File: config.mk
export PLATFORM = sky130hd
export DESIGN_NAME = ocp_guard
export DESIGN_NICKNAME = d
export VERILOG_FILES = /design/src/rtl/ocp_pkg.sv /design/src/rtl/ocp_sync.sv /design/src/rtl/ocp_clip.sv /design/src/rtl/ocp_runlen.sv /design/src/rtl/ocp_ladder.sv /design/src/rtl/ocp_guard.sv
export SDC_FILE = /design/constraint.sdc
export NUM_CORES = 1
export LEC_CHECK = 0
export ABC_CLOCK_PERIOD_IN_PS = 4810
export BUFFER_PORTS_ARGS = -buffer_cell sky130_fd_sc_hd__clkbuf_2
export CAP_MARGIN = 20
export CELL_PAD_IN_SITES_DETAIL_PLACEMENT = 0
export CELL_PAD_IN_SITES_GLOBAL_PLACEMENT = 2
export CORE_ASPECT_RATIO = 1.5
export CORE_MARGIN = 8
export CORE_UTILIZATION = 34
export CTS_BUF_LIST = sky130_fd_sc_hd__clkbuf_8 sky130_fd_sc_hd__clkbuf_16
export DETAILED_ROUTE_END_ITERATION = 12
export GPL_ROUTABILITY_DRIVEN = 1
export GPL_TIMING_DRIVEN = 0
export PLACE_DENSITY = 0.89
export SLEW_MARGIN = 10
export SYNTH_ARGS = -nofsm -noshare
export SYNTH_HDL_FRONTEND = slang
export SYNTH_SLANG_ARGS = --single-unit
File: constraint.sdc
create_clock -name clk -period 4.81 [get_ports clk]
set_input_delay 0.481 -clock clk [delete_from_list [all_inputs] [get_ports clk]]
set_output_delay 0.481 -clock clk [all_outputs]
set_load 0.01 [all_outputs]
File: src/rtl/ocp_pkg.sv
package ocp_pkg;

    typedef enum logic [2:0] {
        LV_IDLE  = 3'd0,
        LV_CUT   = 3'd1,
        LV_CLIP  = 3'd2,
        LV_ATTEN = 3'd3,
        LV_OFF   = 3'd4
    } ocp_lvl_e;

endpackage

File: src/rtl/ocp_sync.sv
module ocp_sync #(
    parameter int W = 2
) (
    input  logic         clk,
    input  logic         rst_n,
    input  logic [W-1:0] async_i,
    output logic [W-1:0] sync_o
);
    logic [W-1:0] meta_q;
    logic [W-1:0] sync_q;

    for (genvar g = 0; g < W; g++) begin : g_bit
        always_ff @(posedge clk or negedge rst_n) begin
            if (!rst_n) begin
                meta_q[g] <= 1'b0;
                sync_q[g] <= 1'b0;
            end else begin
                meta_q[g] <= async_i[g];
                sync_q[g] <= meta_q[g];
            end
        end
    end

    assign sync_o = sync_q;
endmodule

File: src/rtl/ocp_clip.sv
module ocp_clip #(
    parameter int NCH = 2
) (
    input  logic           clk,
    input  logic           rst_n,
    input  logic           strobe_i,
    input  logic           clear_i,
    input  logic           clip_en_i,
    input  logic           off_i,
    input  logic [NCH-1:0] oc_i,
    input  logic [NCH-1:0] pwm_i,
    output logic [NCH-1:0] pwm_o
);
    logic [NCH-1:0] mark_d, mark_q;
    logic [NCH-1:0] trip;

    always_comb begin
        trip   = oc_i & {NCH{clip_en_i}};
        mark_d = (strobe_i || clear_i) ? '0 : (mark_q | trip);
    end

    always_ff @(posedge clk or negedge rst_n) begin
        if (!rst_n) mark_q <= '0;
        else        mark_q <= mark_d;
    end

    for (genvar g = 0; g < NCH; g++) begin : g_gate
        assign pwm_o[g] = pwm_i[g] & ~mark_q[g] & ~trip[g] & ~off_i;
    end
endmodule

File: src/rtl/ocp_runlen.sv
module ocp_runlen #(
    parameter int RUN_W = 8
) (
    input  logic             clk,
    input  logic             rst_n,
    input  logic             oc_any_i,
    input  logic             strobe_i,
    input  logic             clear_i,
    input  logic [RUN_W-1:0] limit_i,
    output logic             short_o
);
    localparam logic [RUN_W-1:0] RUN_MAX = '1;

    logic [RUN_W-1:0] run_d, run_q;
    logic [RUN_W:0]   run_next;

    always_comb begin
        run_next = {1'b0, run_q} + 1'b1;
        if (strobe_i || clear_i || !oc_any_i) run_d = '0;
        else if (run_q == RUN_MAX)            run_d = run_q;
        else                                  run_d = run_next[RUN_W-1:0];
        short_o = oc_any_i && !strobe_i && !clear_i && (run_next > {1'b0, limit_i});
    end

    always_ff @(posedge clk or negedge rst_n) begin
        if (!rst_n) run_q <= '0;
        else        run_q <= run_d;
    end
endmodule

File: src/rtl/ocp_ladder.sv
module ocp_ladder
    import ocp_pkg::*;
#(
    parameter int CNT_W = 4
) (
    input  logic             clk,
    input  logic             rst_n,
    input  logic             oc_any_i,
    input  logic             strobe_i,
    input  logic             clear_i,
    input  logic             short_i,
    input  logic [CNT_W-1:0] thr_clip_i,
    input  logic [CNT_W-1:0] thr_atten_i,
    input  logic [CNT_W-1:0] thr_off_i,
    input  logic [CNT_W-1:0] quiet_i,
    output ocp_lvl_e         lvl_o,
    output logic             short_flag_o,
    output logic             oc_flag_o
);
    localparam logic [CNT_W-1:0] CNT_MAX = '1;

    typedef struct packed {
        ocp_lvl_e         lvl;
        logic [CNT_W-1:0] ev;
        logic [CNT_W-1:0] quiet;
        logic             hit;
        logic             sc_f;
        logic             oc_f;
    } ladder_t;

    ladder_t st_d, st_q;
    ocp_lvl_e tgt;
    logic [CNT_W-1:0] ev_up;
    logic [CNT_W-1:0] quiet_up;
    logic had;

    always_comb begin
        st_d     = st_q;
        had      = st_q.hit || oc_any_i;
        ev_up    = (st_q.ev == CNT_MAX) ? st_q.ev : st_q.ev + 1'b1;
        quiet_up = (st_q.quiet == CNT_MAX) ? st_q.quiet : st_q.quiet + 1'b1;
        if (ev_up >= thr_off_i)        tgt = LV_OFF;
        else if (ev_up >= thr_atten_i) tgt = LV_ATTEN;
        else if (ev_up >= thr_clip_i)  tgt = LV_CLIP;
        else                           tgt = LV_IDLE;

        if (clear_i) begin
            st_d = '0;
        end else begin
            if (oc_any_i) st_d.hit = 1'b1;
            if (st_q.lvl == LV_IDLE && oc_any_i) st_d.lvl = LV_CUT;
            if (strobe_i) begin
                st_d.hit = 1'b0;
                if (had) begin
                    st_d.ev    = ev_up;
                    st_d.quiet = '0;
                    if (st_q.lvl != LV_OFF && tgt > st_d.lvl) begin
                        st_d.lvl = tgt;
                        if (tgt == LV_OFF) st_d.oc_f = 1'b1;
                    end
                end else begin
                    st_d.ev = (st_q.ev == '0) ? st_q.ev : st_q.ev - 1'b1;
                    if (st_q.lvl != LV_OFF) begin
                        if (quiet_up >= quiet_i) begin
                            st_d.quiet = '0;
                            if (st_q.lvl != LV_IDLE)
                                st_d.lvl = ocp_lvl_e'(st_q.lvl - 3'd1);
                        end else begin
                            st_d.quiet = quiet_up;
                        end
                    end
                end
            end
            if (short_i && st_q.lvl != LV_OFF && st_d.lvl != LV_OFF) begin
                st_d.lvl  = LV_OFF;
                st_d.sc_f = 1'b1;
            end
        end
    end

    always_ff @(posedge clk or negedge rst_n) begin
        if (!rst_n) st_q <= '0;
        else        st_q <= st_d;
    end

    assign lvl_o        = st_q.lvl;
    assign short_flag_o = st_q.sc_f;
    assign oc_flag_o    = st_q.oc_f;
endmodule

File: src/rtl/ocp_guard.sv
module ocp_guard
    import ocp_pkg::*;
#(
    parameter int NCH   = 2,
    parameter int CNT_W = 4,
    parameter int RUN_W = 8
) (
    input  logic             clk,
    input  logic             rst_n,
    input  logic             frame_strobe,
    input  logic             fw_clear,
    input  logic [NCH-1:0]   oc_raw,
    input  logic [NCH-1:0]   pwm_in,
    input  logic [CNT_W-1:0] thr_clip,
    input  logic [CNT_W-1:0] thr_atten,
    input  logic [CNT_W-1:0] thr_off,
    input  logic [CNT_W-1:0] quiet_frames,
    input  logic [RUN_W-1:0] sc_limit,
    output logic [NCH-1:0]   pwm_out,
    output logic             drive_cut,
    output logic             atten_on,
    output logic             stage_en,
    output logic [2:0]       level_o,
    output logic             short_flag,
    output logic             oc_flag
);
    logic [NCH-1:0] oc_s;
    logic           oc_any;
    logic           sc_det;
    ocp_lvl_e       lvl;

    assign oc_any = |oc_s;

    ocp_sync #(.W(NCH)) sync_i (
        .clk(clk), .rst_n(rst_n), .async_i(oc_raw), .sync_o(oc_s)
    );

    ocp_runlen #(.RUN_W(RUN_W)) run_i (
        .clk(clk), .rst_n(rst_n), .oc_any_i(oc_any), .strobe_i(frame_strobe),
        .clear_i(fw_clear), .limit_i(sc_limit), .short_o(sc_det)
    );

    ocp_ladder #(.CNT_W(CNT_W)) ladder_i (
        .clk(clk), .rst_n(rst_n), .oc_any_i(oc_any), .strobe_i(frame_strobe),
        .clear_i(fw_clear), .short_i(sc_det), .thr_clip_i(thr_clip),
        .thr_atten_i(thr_atten), .thr_off_i(thr_off), .quiet_i(quiet_frames),
        .lvl_o(lvl), .short_flag_o(short_flag), .oc_flag_o(oc_flag)
    );

    ocp_clip #(.NCH(NCH)) clip_i (
        .clk(clk), .rst_n(rst_n), .strobe_i(frame_strobe), .clear_i(fw_clear),
        .clip_en_i(lvl >= LV_CLIP), .off_i(lvl == LV_OFF), .oc_i(oc_s),
        .pwm_i(pwm_in), .pwm_o(pwm_out)
    );

    assign level_o   = lvl;
    assign drive_cut = (lvl != LV_IDLE);
    assign atten_on  = (lvl == LV_ATTEN) || (lvl == LV_OFF);
    assign stage_en  = (lvl != LV_OFF);
endmodule

==> impl_metrics.py, run 1 <==
metrics = {
    "run_status": {
        "status": "finished clean",
    },
    "die": {
        "io_pins": 42,
        "fp.dieH_um": 117.1,
        "fp.dieW_um": 83.39,
        "dieArea_um2": 9763,
        "rows": 37,
        "floorplan.initialDensity": 0.3450,
        "coreArea_um2": 6713,
    },
    "timing": {
        "tightestPinTransition_ps": 735.6,
        "setup_viol": 0,
        "finalMaxSlewViolations": 0,
        "fin_tns_setup_ps": 0,
        "timing.final.crit_period_ps": 4244,
        "max_slew_margin": 0.5096,
        "fin_hold_ws_ps": 253.3,
        "hold_viol": 0,
        "finalCritPeriodShare": 0.8824,
        "rsz0062_at_grt": "false",
        "skew_ps": 1.574,
        "maxClockFrequency_mhz": 235.6,
    },
    "final_layout": {
        "syn_to_final_growth_pct": 15.94,
        "drive_above_1_share": 0.2000,
        "final_cells": 388,
        "fillers": 706,
        "n_antenna_cell": 0,
        "fin_nets": 380,
    },
    "power_and_ir_drop": {
        "seqPwrFrac": 0.375,
        "cellLeakagePower_nw": 1.461,
        "peakVddDrop_uv": 164.4,
        "p_per_area_nw_per_um2": 264.5,
        "comb_power_share": 0.368,
        "p_sw_w": 0.0002332,
        "swShare": 0.3283,
        "internal_power_w": 0.0004770,
        "p_clk_frac": 0.258,
    },
    "detailed_routing": {
        "avgRoutedWirePerCell_um": 12.82,
        "antenna_left": 0,
        "vias_per_cell": 4.923,
        "drt-initial-drc-count": 41,
        "num_vias": 1910,
        "drtPass1Iterations": 4,
        "drcViolationCount": 0,
        "wirelength_um": 4975,
    },
    "synthesis": {
        "synth_cells": 266,
        "synthesis.area_um2": 2316,
        "synth_nets": 335,
        "synth-seq-area-share": 0.3025,
        "synth-edff-count": 0,
        "synthArstFlopShare": 1.000,
        "yosys_register_bits": 28,
        "synth-main-ff-cell": "dfrtp_1",
        "ys_types": 46,
        "ys_warn_count": 0,
        "postSynthAreaPerCell_um2": 8.707,
    },
    "global_routing": {
        "gr-total-overflow": 0,
        "grt_pass1_wl_um": 8818,
        "grt_pass1_vias": 2005,
        "antenna_found_initial": 0,
        "grt_max_degree": 29,
        "track_usage": 0.1079,
    },
    "clock_tree": {
        "ctsRootBufferMaster": "clkbuf_8",
        "cts_made_buffers": 3,
        "clock_latency_ps": 270,
        "cts_tree": "yes",
        "clkTransAtPathRegs_ps": 90,
        "cts_setup_buffers": 0,
        "clock-sinks": 28,
        "ctsHoldBuffers": 0,
        "post_cts_resized": 0,
        "h-tree-depth": 1,
        "clk_path_buf_depth": 2,
    },
    "setup_path": {
        "path_delay_family": "compound AO/OA/AOI/OAI gates",
        "crit_type": "reg2reg",
        "rrSetupSlack_ps": 570,
        "crit_path_end_kind": "flop",
        "cp.required_ps": 5000,
        "cp_common_cell": "ha_1",
        "path_buf_inv": 1,
        "cpMaxStageDelayCell": "o21ai_0",
        "path_max_fanout": 6,
        "start_kind": "flop",
        "crit_chain": "ha_1 -> nand3_1 -> o21ai_0 -> ha_1 -> a2111oi_0 -> a21oi_1 -> o21ai_0 -> inv_1 -> ha_1 -> and3_1 -> nor4_2 -> nor2_1 -> a221o_1 -> a41oi_2",
        "slowest_delay_ps": 540,
        "cp.arrival_ps": 4440,
    },
    "placement": {
        "hpwlAfterDp_um": 4246,
        "gp_congestion": 0.7922,
        "port_buffers": 40,
        "placed_cells_incl_taps": 384,
    },
    "min_path": {
        "hold_path_class": "in2async",
    },
    "run": {
        "drv_cap": 0,
    },
}
-- path summary, 6_finish.rpt --
path	startpoint	end	depth (start not counted)
setup / recovery	ladder_i.st_q[7]	ladder_i.short_flag_o	14
hold / removal	rst_n	ladder_i.st_q[10]	1
setup reg to reg	ladder_i.st_q[7]	ladder_i.short_flag_o	14
hold reg to reg	sync_i.meta_q[1]	sync_i.sync_o[1]	0
max in group asynchronous	rst_n	ladder_i.st_q[2]	1
min in group clk	oc_raw[1]	sync_i.meta_q[1]	1
-- layout make-up --
| type | count | area, µm² | area share |
|---|---|---|---|
| multi-input cells | 189 | 1416 | 0.5275 |
| flip-flops and latches | 28 | 700.7 | 0.2610 |
| repair buffers | 40 | 200.2 | 0.07456 |
| inverters | 41 | 153.9 | 0.05732 |
| well taps | 78 | 97.59 | 0.03635 |
| plain buffers | 8 | 45.04 | 0.01678 |
| clock buffers | 3 | 41.29 | 0.01538 |
| clock inverters | 1 | 30.03 | 0.01118 |
-- routing by layer --
metal  vias up  routed length (µm)  GRT usage
met2        25                2754     0.2164
met1       877                2014     0.1076
met4         0                  42    0.04000
li1       1006                   -          -
met5         -                   0          0
met3         2                 163    0.01801
-- power by group through the flow --
stage          Clock [W]  Sequential (W)  Combinational, W
2_1_floorplan          0        0.000267          0.000183
3_3_place_gp           0        0.000271          0.000261
3_5_place_dp           0        0.000271          0.000267
4_1_cts         0.000191        0.000267          0.000268
5_1_grt         0.000202        0.000270          0.000299
6_report        0.000183        0.000266          0.000261
-- synth_stat cells (2+ instances only) --
master / number / share of area
or2_2: 2 / 0.0054
o21a_1: 4 / 0.013
mux2_2: 2 / 0.0097
and3_1: 8 / 0.022
o21ai_1: 9 / 0.019
a31oi_1: 2 / 0.0054
xor2_1: 5 / 0.019
a21oi_1: 16 / 0.035
a221o_1: 2 / 0.0086
nor2b_1: 2 / 0.0054
buf_4: 3 / 0.0097
clkbuf_1: 2 / 0.0032
or3_1: 2 / 0.0054
inv_1: 41 / 0.066
xnor2_1: 4 / 0.015
o21bai_1: 2 / 0.0065
o21ai_0: 8 / 0.017
dfrtp_1: 28 / 0.30
nor3_1: 12 / 0.026
buf_2: 3 / 0.0065
a2111oi_0: 2 / 0.0076
a22o_1: 3 / 0.011
mux2i_1: 2 / 0.0086
nand2b_1: 6 / 0.016
nor2_1: 20 / 0.032
nand3_1: 9 / 0.019
ha_1: 37 / 0.20
nand2_1: 12 / 0.019
-- logic make-up after synthesis --
group                      after synthesis  synth area share
buffers and inverters                   49           0.08590
adders and majority gates               37            0.1999
DFF                                     28            0.3025
and+or+nand+nor                         80            0.1891
xor gates and xnor gates                 9           0.03403
muxes                                    4           0.01837
AOI/OAI and AO/OA                       59            0.1702
-- cells in the final DEF (no fill, tap or decap), types with 2 or more instances in the layout --
master / n
a2111oi_0: 2
a21oi_1: 16
a221o_1: 2
a22o_1: 3
a31oi_1: 2
and3_1: 8
buf_2: 3
buf_4: 3
clkbuf_1: 2
clkbuf_2: 40
clkbuf_8: 3
dfrtp_1: 28
ha_1: 37
inv_1: 41
mux2_2: 2
mux2i_1: 2
nand2_1: 12
nand2b_1: 6
nand3_1: 9
nor2_1: 20
nor2b_1: 2
nor3_1: 12
o21a_1: 4
o21ai_0: 8
o21ai_1: 9
o21bai_1: 2
or2_2: 2
or3_1: 2
xnor2_1: 4
xor2_1: 5
-- metrics by stage --
stage          power (W)  cell area [µm²]    util  worst slack, ps
3_5_place_dp   0.0005380             2614  0.3894            501.7
5_1_grt        0.0007699             2685  0.4000            145.1
3_3_place_gp   0.0005320             2614  0.3894            585.9
4_1_cts        0.0007261             2685  0.4000            457.2
2_1_floorplan  0.0004495             2316       -             1206
6_report       0.0007102             2685  0.4000            565.8
-- sequential cells by signal (all words and copies together), names as in the netlist --
signal                 cells
ladder_i.short_flag_o      1
ladder_i.oc_flag_o         1
sync_i.sync_o              2
ladder_i.st_q              9
clip_i.mark_q              2
ladder_i.lvl_o             3
sync_i.meta_q              2
run_i.run_q                8
Power figures use the tool's default switching activity.
==> inputs of run 2 (changes only) <==
- CELL_PAD_IN_SITES_DETAIL_PLACEMENT: 0 -> not set
- CELL_PAD_IN_SITES_GLOBAL_PLACEMENT: 2 -> not set
- CORE_UTILIZATION: 34 -> 40
- PLACE_DENSITY: 0.89 -> 0.69
- REMOVE_ABC_BUFFERS: not set -> 1
==> run 2 against run 1 <==
Critical endpoint unchanged. Highest routed layer unchanged. Register-to-register slack lost 110 ps. Setup slack got worse by 110 ps. Die area decreased by 13%. Fmax down 2.6%. Cell count fell by 3.4%. Design area shrank 2.4%. Clock power fell by 18%. First-iteration DRC count grew 37%. Via count shrank 0.68%.
==> impl_metrics.py, run 2 (synthesized netlist as in run 1, its figures left out) <==
metrics = {
    "clock_tree": {
        "ctsHoldBuffers": 0,
        "clock-sinks": 28,
        "h-tree-depth": 1,
        "post_cts_resized": 0,
        "cts_setup_buffers": 0,
        "ctsRootBufferMaster": "clkbuf_8",
        "clock_latency_ps": 280,
        "clk_path_buf_depth": 2,
        "cts_made_buffers": 3,
        "cts_tree": "yes",
        "clkTransAtPathRegs_ps": 100,
    },
    "global_routing": {
        "antenna_found_initial": 0,
        "grt_pass1_vias": 1964,
        "grt_max_degree": 29,
        "grt_pass1_wl_um": 8493,
        "gr-total-overflow": 0,
        "track_usage": 0.1215,
    },
    "detailed_routing": {
        "wirelength_um": 5004,
        "wl_met2_um": 2576,
        "dr_wl_met3_um": 253,
        "top_layer": "met4",
        "antenna_left": 0,
        "drt-met1-wl_um": 2079,
        "drt-initial-drc-count": 56,
        "drtPass1Iterations": 4,
        "vias_per_cell": 5.059,
        "avgRoutedWirePerCell_um": 13.34,
        "drcViolationCount": 0,
        "num_vias": 1897,
    },
    "final_layout": {
        "largest_register_ffs": 9,
        "regMostFlops": "ladder_i.st_q",
        "n_antenna_cell": 0,
        "fin_nets": 373,
        "fillers": 591,
        "drive_above_1_share": 0.1881,
        "final_cell_mix": "inv_1 (41), clkbuf_2 (41), ha_1 (37)",
        "syn_to_final_growth_pct": 13.18,
        "finalInstanceArea_um2": 2621,
    },
    "run_status": {
        "status": "finished clean",
    },
    "timing": {
        "max_slew_margin": 0.5088,
        "hold_viol": 0,
        "timing.final.crit_period_ps": 4355,
        "maxClockFrequency_mhz": 229.6,
        "setup_viol": 0,
        "finalMaxSlewViolations": 0,
        "rsz0062_at_grt": "false",
        "fin_tns_setup_ps": 0,
        "finalCritPeriodShare": 0.9055,
        "tightestPinTransition_ps": 736.9,
        "skew_ps": 1.329,
    },
    "setup_path": {
        "cp.required_ps": 4970,
        "start_kind": "flop",
        "crit_path_end_kind": "flop",
        "cp.arrival_ps": 4510,
        "crit_type": "reg2reg",
        "path_max_fanout": 6,
    },
    "placement": {
        "hpwlAfterDp_um": 4161,
        "placed_cell_area_um2": 2566,
        "gp_congestion": 0.8183,
        "port_buffers": 41,
    },
    "power_and_ir_drop": {
        "p_clk_frac": 0.226,
        "comb_power_share": 0.373,
        "peakVddDrop_uv": 116.6,
        "fin_total_pwr_w": 0.0006648,
        "p_per_area_nw_per_um2": 253.6,
        "p_sw_w": 0.0002337,
        "cellLeakagePower_nw": 1.428,
        "seqPwrFrac": 0.401,
        "swShare": 0.3515,
        "internal_power_w": 0.0004311,
    },
    "die": {
        "fp.dieH_um": 109.2,
        "coreArea_um2": 5700,
        "fp.dieW_um": 78.13,
        "rows": 34,
        "io_pins": 42,
        "floorplan.initialDensity": 0.4063,
        "dieArea_um2": 8531,
    },
    "run": {
        "drv_cap": 0,
    },
    "min_path": {
        "hold_path_class": "in2async",
    },
}
## run 2: changes by cell type in the layout (fill, tap and decap cells not counted)
cell	delta
buf_2	-3
buf_4	-3
clkbuf_1	-2
bufinv_16	-1
clkbuf_2	+1
clkbuf_8	+1
## run 2: per-layer routing
layer	global-route usage	vias up
met5	0	-
met4	0.06117	0
met3	0.02393	7
met2	0.2288	38
met1	0.1235	864
li1	-	988
## run 2: per-stage QoR
step                      worst slack [ps]    util  hold slack (ps)  cells
after floorplan                       1206       -            185.4    258
after global placement               638.3  0.4502            333.9    371
after detailed placement             442.6  0.4502            334.7    371
after CTS                            393.2  0.4598            270.4    375
after global routing                 147.6  0.4598            284.9    375
final                                454.6  0.4598            244.4    375
## run 2: final timing paths
kind,start,to,slack [ps],cells past startpoint
max,ladder_i.st_q[7],ladder_i.short_flag_o,450,14
min,rst_n,ladder_i.st_q[10],240,1
max reg2reg,ladder_i.st_q[7],ladder_i.short_flag_o,450,14
min reg2reg,sync_i.meta_q[1],sync_i.sync_o[1],360,0
max in group asynchronous,rst_n,run_i.run_q[1],4100,1
min in group clk,oc_raw[1],sync_i.meta_q[1],300,1
## run 2: cell type report
type | count | area (µm²) | share of cell area
tap | 72 | 90.09 | 0.03437
sequential | 28 | 700.7 | 0.2673
timing repair buffer | 41 | 205.2 | 0.07828
inverter | 41 | 153.9 | 0.05871
multi-input combinational | 189 | 1416 | 0.5403
clock buffer | 4 | 55.05 | 0.02100
## run 2: power by group through the flow
stage	Sequential, W	Clock (W)	Combinational (W)
after floorplan	0.000271	0	0.000168
after global placement	0.000272	0	0.000245
after detailed placement	0.000271	0	0.000254
after CTS	0.000267	0.000153	0.000255
after global routing	0.000270	0.000164	0.000286
final	0.000267	0.000150	0.000248
## run 2: worst max-delay path, stage by stage (launching register included)
cell	delay (ps)
dfrtp_1	460
ha_1	240
nand3_1	200
o21ai_0	600
ha_1	360
a2111oi_0	440
a21oi_1	100
o21ai_0	280
inv_1	70
ha_1	310
a211oi_1	270
nor4_2	130
or2_2	330
o221ai_1	280
a41oi_2	150
==> inputs of run 3 (changes only) <==
- CORE_ASPECT_RATIO: 1.5 -> not set
==> run 3 against run 2 <==
Sequential power about the same. Count of clock-buffer cells in the layout is 1 lower. Clock skew increased by 0.86 ps. Via count up 3.0%. Critical path type unchanged. Highest routed layer unchanged.
==> impl_metrics.py, run 3 (synthesized netlist as in run 1, its figures left out) <==
metrics = {
    "run_status": {
        "status": "finished clean",
    },
    "timing": {
        "hold_viol": 0,
        "finalMaxSlewViolations": 0,
        "fin_tns_setup_ps": 0,
        "timing.final.crit_period_ps": 4264,
        "maxClockFrequency_mhz": 234.5,
        "setup_viol": 0,
        "skew_ps": 2.187,
        "max_slew_margin": 0.5391,
        "finalCritPeriodShare": 0.8865,
        "worst_slack_ps": 545.8,
        "tightestPinTransition_ps": 691.4,
        "rsz0062_at_grt": "false",
    },
    "final_layout": {
        "final_cell_mix": "inv_1 (41), clkbuf_2 (41), ha_1 (37)",
        "n_antenna_cell": 0,
        "syn_to_final_growth_pct": 13.88,
        "drive_above_1_share": 0.1881,
        "multi_input_area_um2": 1416,
        "regMostFlops": "ladder_i.st_q",
        "largest_register_ffs": 9,
        "fillers": 545,
        "register_area_um2": 700.7,
        "fin_nets": 373,
    },
    "die": {
        "floorplan.initialDensity": 0.4180,
        "dieArea_um2": 8481,
        "rows": 27,
        "coreArea_um2": 5540,
        "fp.dieW_um": 92.09,
        "io_pins": 42,
        "fp.dieH_um": 92.09,
    },
    "global_routing": {
        "antenna_found_initial": 0,
        "grt_max_degree": 29,
        "grt_pass1_wl_um": 8404,
        "gr-total-overflow": 0,
        "grt_pass1_vias": 1949,
        "track_usage": 0.1151,
    },
    "min_path": {
        "hold_path_class": "in2async",
    },
    "power_and_ir_drop": {
        "p_per_area_nw_per_um2": 264.8,
        "fin_total_pwr_w": 0.0006983,
        "peakVddDrop_uv": 143.2,
        "cellLeakagePower_nw": 1.435,
    },
    "detailed_routing": {
        "wirelength_um": 4832,
        "vias_per_cell": 5.211,
        "drt-initial-drc-count": 103,
        "drcViolationCount": 0,
        "num_vias": 1954,
        "drtPass1Iterations": 4,
        "antenna_left": 0,
        "avgRoutedWirePerCell_um": 12.89,
    },
    "run": {
        "drv_cap": 0,
    },
    "setup_path": {
        "crit_path_end_kind": "flop",
        "crit_type": "reg2reg",
        "cpMaxStageDelayCell": "o21ai_0",
        "path_buf_inv": 1,
        "path_delay_family": "compound AO/OA/AOI/OAI gates",
        "crit_chain": "ha_1 -> nand3_1 -> o21ai_0 -> ha_1 -> a2111oi_0 -> a21oi_1 -> o21ai_0 -> inv_1 -> ha_1 -> and3_1 -> nor4_2 -> nor2_1 -> a221o_1 -> a41oi_2",
        "cp_common_cell": "ha_1",
        "cp.arrival_ps": 4460,
        "slowest_delay_ps": 550,
        "cp.required_ps": 5010,
        "start_kind": "flop",
        "path_max_fanout": 6,
    },
    "clock_tree": {
        "cts_tree": "yes",
        "clock_latency_ps": 270,
        "clk_path_buf_depth": 2,
        "cts_setup_buffers": 0,
        "clock-sinks": 28,
        "h-tree-depth": 1,
        "clkTransAtPathRegs_ps": 90,
        "ctsHoldBuffers": 0,
        "cts_made_buffers": 3,
        "ctsRootBufferMaster": "clkbuf_8",
        "post_cts_resized": 0,
    },
    "placement": {
        "gp_congestion": 0.8728,
        "hpwlAfterDp_um": 4018,
        "place_ws_ps": 530.0,
        "port_buffers": 41,
    },
}
run 3: changes by cell type in the layout (fill, tap and decap cells not counted):
cell	before	now
bufinv_16	0	1
clkbuf_8	4	3
run 3: stage by stage:
stage / hold slack, ps / cells / util / area, µm²
after floorplan: 185.4 / 258 / - / 2271
after global placement: 333.7 / 371 / 0.4632 / 2566
after detailed placement: 334.7 / 371 / 0.4632 / 2566
after CTS: 251.7 / 375 / 0.4761 / 2638
after global routing: 277.9 / 375 / 0.4761 / 2638
final: 236.3 / 375 / 0.4761 / 2638
run 3: final cells by class:
cell class / count / area share
clock inverters: 1 / 0.01139
inverters: 41 / 0.05835
multi-input cells: 189 / 0.5370
flip-flops and latches: 28 / 0.2657
clock buffers: 3 / 0.01565
well taps: 72 / 0.03416
repair buffers: 41 / 0.07780
run 3: worst paths after layout:
check                                 start                    end  slack, ps  cells past startpoint
max                        ladder_i.st_q[7]  ladder_i.short_flag_o        550                     14
min                                   rst_n       ladder_i.st_q[3]        240                      1
max reg2reg                ladder_i.st_q[7]  ladder_i.short_flag_o        550                     14
min reg2reg                sync_i.meta_q[1]       sync_i.sync_o[1]        360                      0
max in group asynchronous             rst_n       ladder_i.st_q[9]       4130                      1
min in group clk                  oc_raw[1]       sync_i.meta_q[1]        310                      1
run 3: metal layers:
metal  wire length (µm)  track usage  share of wire  vias up
li1                   -            -              -      994
met1               2249       0.1407           0.47      908
met2               2284       0.1996           0.47       47
met3                273      0.02852          0.056        5
met4                 25      0.02148         0.0052        0
met5                  0            0              0        -
run 3: report_power, final:
group,leakage [nW],internal [W],total [W],switching [W]
Combinational,1.02,0.000108,0.000250,0.000141
Clock,0.0357,0.000111,0.000182,0.0000710
Sequential,0.376,0.000250,0.000266,0.0000166
run 3: worst reg2reg max path: cells and delay by family, from the launching register on:
family                   cells  cell delay, ps
AND/OR/NAND/NOR              4             910
AO/OA/AOI/OAI                6            1850
buffers and inverters        1              80
flip-flops                   1             460
adder cells (fa/ha/maj)      3             910
